==> src/rtl/xosc_pwr_pkg.sv <==
package xosc_pwr_pkg;
  typedef enum logic [1:0] {
    ST_IDLE  = 2'd0,
    ST_XOFF  = 2'd1,
    ST_SLEEP = 2'd2
  } pwrState_t;

  typedef struct packed {
    logic clearCnt;
    logic oscEn;
  } ctrlStrobes_t;
endpackage

==> src/rtl/xosc_power_fsm.sv <==
module xosc_power_fsm
  import xosc_pwr_pkg::*;
(
  input  logic         clk,
  input  logic         rst_n,
  input  logic         csN,
  input  logic         strobeXoff,
  input  logic         strobePwrDown,
  input  logic         strobeReset,
  input  logic         forceOn,
  output pwrState_t    curState,
  output ctrlStrobes_t ctrl
);
  pwrState_t nextState;
  logic deselected, nextDeselected;
  logic lowPower;

  assign lowPower = (curState == ST_XOFF) || (curState == ST_SLEEP);

  always_comb begin
    nextState      = curState;
    nextDeselected = deselected;
    if (strobeReset) begin
      nextState      = ST_IDLE;
      nextDeselected = 1'b0;
    end else begin
      unique case (curState)
        ST_IDLE: begin
          nextDeselected = 1'b0;
          if (strobeXoff)         nextState = ST_XOFF;
          else if (strobePwrDown) nextState = ST_SLEEP;
        end
        ST_XOFF, ST_SLEEP: begin
          if (csN) begin
            nextDeselected = 1'b1;
          end else if (deselected) begin
            nextState      = ST_IDLE;
            nextDeselected = 1'b0;
          end
        end
        default: nextState = ST_IDLE;
      endcase
    end
  end

  always_ff @(posedge clk or negedge rst_n) begin
    if (!rst_n) begin
      curState   <= ST_IDLE;
      deselected <= 1'b0;
    end else begin
      curState   <= nextState;
      deselected <= nextDeselected;
    end
  end

  assign ctrl.oscEn    = forceOn || !(lowPower && deselected);
  assign ctrl.clearCnt = strobeReset;
endmodule

==> src/rtl/xosc_settle_dp.sv <==
module xosc_settle_dp
  import xosc_pwr_pkg::*;
#(
  parameter int DW = 4
) (
  input  logic          clk,
  input  logic          rst_n,
  input  ctrlStrobes_t  ctrl,
  input  logic [DW-1:0] startDelay,
  output logic          ready
);
  logic [DW-1:0] settleCnt;
  logic          reached;

  assign reached = (settleCnt >= startDelay);

  always_ff @(posedge clk or negedge rst_n) begin
    if (!rst_n) begin
      settleCnt <= '0;
    end else if (ctrl.clearCnt || !ctrl.oscEn) begin
      settleCnt <= '0;
    end else if (!reached) begin
      settleCnt <= settleCnt + 1'b1;
    end
  end

  assign ready = ctrl.oscEn && reached;
endmodule

==> src/rtl/xosc_power_ctrl.sv <==
module xosc_power_ctrl
  import xosc_pwr_pkg::*;
#(
  parameter int DW = 4
) (
  input  logic          clk,
  input  logic          rst_n,
  input  logic          csN,
  input  logic          strobeXoff,
  input  logic          strobePwrDown,
  input  logic          strobeReset,
  input  logic          forceOn,
  input  logic [DW-1:0] startDelay,
  output logic [1:0]    state,
  output logic          xoscEn,
  output logic          soReadyN,
  output logic          soOe
);
  pwrState_t    curState;
  ctrlStrobes_t ctrl;
  logic         ready;

  xosc_power_fsm u_fsm (
    .clk          (clk),
    .rst_n        (rst_n),
    .csN          (csN),
    .strobeXoff   (strobeXoff),
    .strobePwrDown(strobePwrDown),
    .strobeReset  (strobeReset),
    .forceOn      (forceOn),
    .curState     (curState),
    .ctrl         (ctrl)
  );

  xosc_settle_dp #(.DW(DW)) u_dp (
    .clk       (clk),
    .rst_n     (rst_n),
    .ctrl      (ctrl),
    .startDelay(startDelay),
    .ready     (ready)
  );

  assign state    = curState;
  assign xoscEn   = ctrl.oscEn;
  assign soReadyN = !ready;
  assign soOe     = !csN;
endmodule

==> config.mk <==
export PLATFORM = sky130hd
export DESIGN_NAME = xosc_power_ctrl
export DESIGN_NICKNAME = d
export VERILOG_FILES = /design/src/rtl/xosc_pwr_pkg.sv /design/src/rtl/xosc_power_fsm.sv /design/src/rtl/xosc_settle_dp.sv /design/src/rtl/xosc_power_ctrl.sv
export SDC_FILE = /design/constraint.sdc
export NUM_CORES = 1
export LEC_CHECK = 0
export BUFFER_PORTS_ARGS = -buffer_cell sky130_fd_sc_hd__buf_2
export CORE_MARGIN = 5
export CORE_UTILIZATION = 25
export CTS_BUF_LIST = sky130_fd_sc_hd__clkbuf_16
export CTS_CLUSTER_SIZE = 14
export DETAILED_ROUTE_END_ITERATION = 6
export GPL_TIMING_DRIVEN = 0
export PLACE_DENSITY = 0.52
export SETUP_SLACK_MARGIN = 0.05
export SYNTH_ARGS = -nofsm -noshare
export SYNTH_HDL_FRONTEND = slang
export SYNTH_SLANG_ARGS = --single-unit
export TNS_END_PERCENT = 10
==> constraint.sdc <==
create_clock -name clk -period 3.1 [get_ports clk]
set_input_delay 0.62 -clock clk [delete_from_list [all_inputs] [get_ports clk]]
set_output_delay 0.62 -clock clk [all_outputs]
set_load 0.05 [all_outputs]
==> results.json <==
{
  "status": "completed",
  "coreArea_sq_um": 2002,
  "required_ns": 2.48,
  "relSlewSlack": 0.8330,
  "critPathMaxFanout": 4,
  "post-route-util": 0.3600,
  "start_kind": "input pin",
  "hold_buffers": 0,
  "syn_to_final_growth_pct": 35.21,
  "r2r_start": "u_fsm.curState[0]$_DFFE_PN0P_",
  "insertion_delay_ns": 0.23,
  "gr-total-overflow": 0,
  "io_pins": 16,
  "grt_max_degree": 8,
  "cts_resized": 0,
  "cts_sinks": 7,
  "final_common_cell": "buf_2",
  "vias": 466,
  "cts_buffers": 3,
  "arrival_ns": 1.67,
  "synth_cell_types": 23,
  "routabilityCongestion": 0.6921,
  "synth_nets": 76,
  "die_area_sq_um": 3156,
  "finalNetCount": 96,
  "chipHeight_um": 56.18,
  "grt_pass1_vias": 496,
  "ys_ff_latch": 7,
  "syn_area_per_cell_sq_um": 9.034,
  "worstMarginPinSlew_ns": 0.2522,
  "rows": 16,
  "htreeDepth": 1,
  "ys_warn_count": 0,
  "most-common-layout-cells": "buf_2, inv_1, dfrtp_1, ha_1, nand2b_1",
  "postCtsSetupBuffers": 0,
  "dr.first_iter.drc_count": 17,
  "grt_pass1_wl_mm": 1.952,
  "drt-pass1-iter-count": 4,
  "place_area_sq_um": 641.9,
  "stdcell_area_sq_um": 720.7,
  "grt_usage": 0.07952,
  "ant_nets": 0,
  "slew_viol_final": 0,
  "drive_above_1_share": 0.3205,
  "antennaDiodeCount": 0,
  "endpoint_kind": "output pin",
  "rsz0062_at_grt": "no",
  "fin_skew_ns": 0.002509,
  "wl_per_cell_um": 10.22,
  "cts_tree": "built",
  "min_path_type": "input pin to async pin",
  "startpoint": "startDelay[2]",
  "r2r_end": "u_dp.settleCnt[2]$_DFFE_PN0P_",
  "vdd_drop_max_uv": 446.3,
  "rrSetupSlack_ns": 1.65,
  "cap_violations": 0,
  "tns_ns": 0,
  "path_class": "input pin to output pin",
  "total_leakage_power_nw": 0.3668,
  "crit_end": "soReadyN",
  "grt_antenna_before_repair": 0,
  "clock.fmax_mhz": 436.8,
  "drcViolationCount": 0,
  "rr_worst_depth": 6,
  "clk_path_buf_depth": 2,
  "setup_violations": 0,
  "initial_core_util": 0.2662,
  "cts_root_buf": "clkbuf_16",
  "io_buffers": 15,
  "finalHoldViolCount": 0,
  "viasPerCell": 4.438,
  "power_density_nw_per_um2": 820.9,
  "fp.dieW_um": 56.18,
  "yosysSeqAreaShare": 0.3286,
  "fin_crit_sh": 0.7385,
  "synthCells": 59,
  "wl_mm": 1.073,
  "syn-cell-area_sq_um": 533.0,
  "hpwl_um": 853.5,
  "clkTransAtPathRegs_ns": 0.04,
  "min_period_ns": 2.289
}
[state kept, by name, indices dropped and copies added (netlist names)]
name              cells
u_fsm.deselected      1
u_dp.settleCnt        4
u_fsm.curState        2
[layout make-up]
class,count,area [sq um]
Clock buffer,3,75.07
Clock inverter,1,3.754
Fill cell,217,1281
Inverter,9,33.78
Multi-Input combinational cell,43,324.1
Sequential cell,7,175.2
Tap cell,27,33.78
Timing Repair Buffer,15,75.07
[synth_stat cells]
| library cell | number | area [sq um] |
|---|---|---|
| a22oi_1 | 1 | 7.510 |
| nand3_1 | 4 | 20.02 |
| nor3_4 | 1 | 16.27 |
| o21ai_0 | 4 | 20.02 |
| a21oi_2 | 1 | 8.760 |
| nor2_1 | 2 | 7.510 |
| inv_2 | 1 | 3.750 |
| a21boi_2 | 1 | 11.26 |
| a211o_1 | 1 | 8.760 |
| nand2_1 | 3 | 11.26 |
| o21ai_2 | 2 | 17.52 |
| a21oi_1 | 2 | 10.01 |
| and2b_1 | 2 | 15.01 |
| o21ai_1 | 1 | 5.000 |
| a32o_1 | 1 | 10.01 |
| ha_1 | 6 | 75.07 |
| dfrtp_1 | 7 | 175.2 |
| nand3b_1 | 1 | 7.510 |
| o21a_2 | 1 | 8.760 |
| inv_1 | 8 | 30.03 |
| nand2b_1 | 5 | 31.28 |
| mux2i_1 | 2 | 20.02 |
| nor2b_1 | 2 | 12.51 |
[worst min path at each step]
stage,startpoint,end,slack [ns],cells past startpoint
5_1_grt,rst_n,u_fsm.curState[0]$_DFFE_PN0P_,0.23,1
4_1_cts,rst_n,u_fsm.curState[0]$_DFFE_PN0P_,0.22,1
3_5_place_dp,rst_n,u_fsm.curState[0]$_DFFE_PN0P_,0.47,1
6_report,rst_n,u_fsm.curState[0]$_DFFE_PN0P_,0.22,1
3_3_place_gp,rst_n,u_fsm.curState[0]$_DFFE_PN0P_,0.47,1
2_1_floorplan,rst_n,u_dp.settleCnt[0]$_DFFE_PN0P_,0.32,0
[where the power goes]
group / switching, mW / internal, mW / total, mW
Clock: 0.0471 / 0.168 / 0.215
Sequential: 0.0189 / 0.115 / 0.133
Combinational: 0.153 / 0.0907 / 0.243
Total: 0.219 / 0.373 / 0.592
[cells by family (layout without fill, tap and decap cells)]
| kind of cell | Yosys count | in the layout | share of synthesized area |
|---|---|---|---|
| multiplexers | 2 | 2 | 0.03756 |
| AND/OR/NAND/NOR | 20 | 20 | 0.2277 |
| AO/OA/AOI/OAI | 15 | 15 | 0.2019 |
| adder cells (fa/ha/maj) | 6 | 6 | 0.1408 |
| flip-flops | 7 | 7 | 0.3286 |
| buffers and inverters | 9 | 28 | 0.06338 |
[metrics by stage]
step                hold slack (ns)  std cells  setup slack [ns]  power (mW)
floorplan                    0.3244         59            0.3467      0.3268
global placement             0.4682        101            0.8133      0.3774
detailed placement           0.4702        101            0.7825      0.3785
CTS                          0.2240        105            0.7772      0.6004
global route                 0.2299        105            0.7027      0.6353
finish                       0.2214        105            0.8105      0.5916
[worst max-delay path, stage by stage]
cell and delay, ns:
buf_2 0.08, inv_1 0.03, ha_1 0.28, o21ai_1 0.15, nand2b_1 0.14, nand3_1 0.12, buf_2 0.26
[per-layer routing]
layer	wire, um	GRT usage
met5	0	0
met4	0	0.05085
met3	84	0.02784
met2	474	0.1269
met1	514	0.08901
No activity file was read; power rests on OpenSTA's default activity.
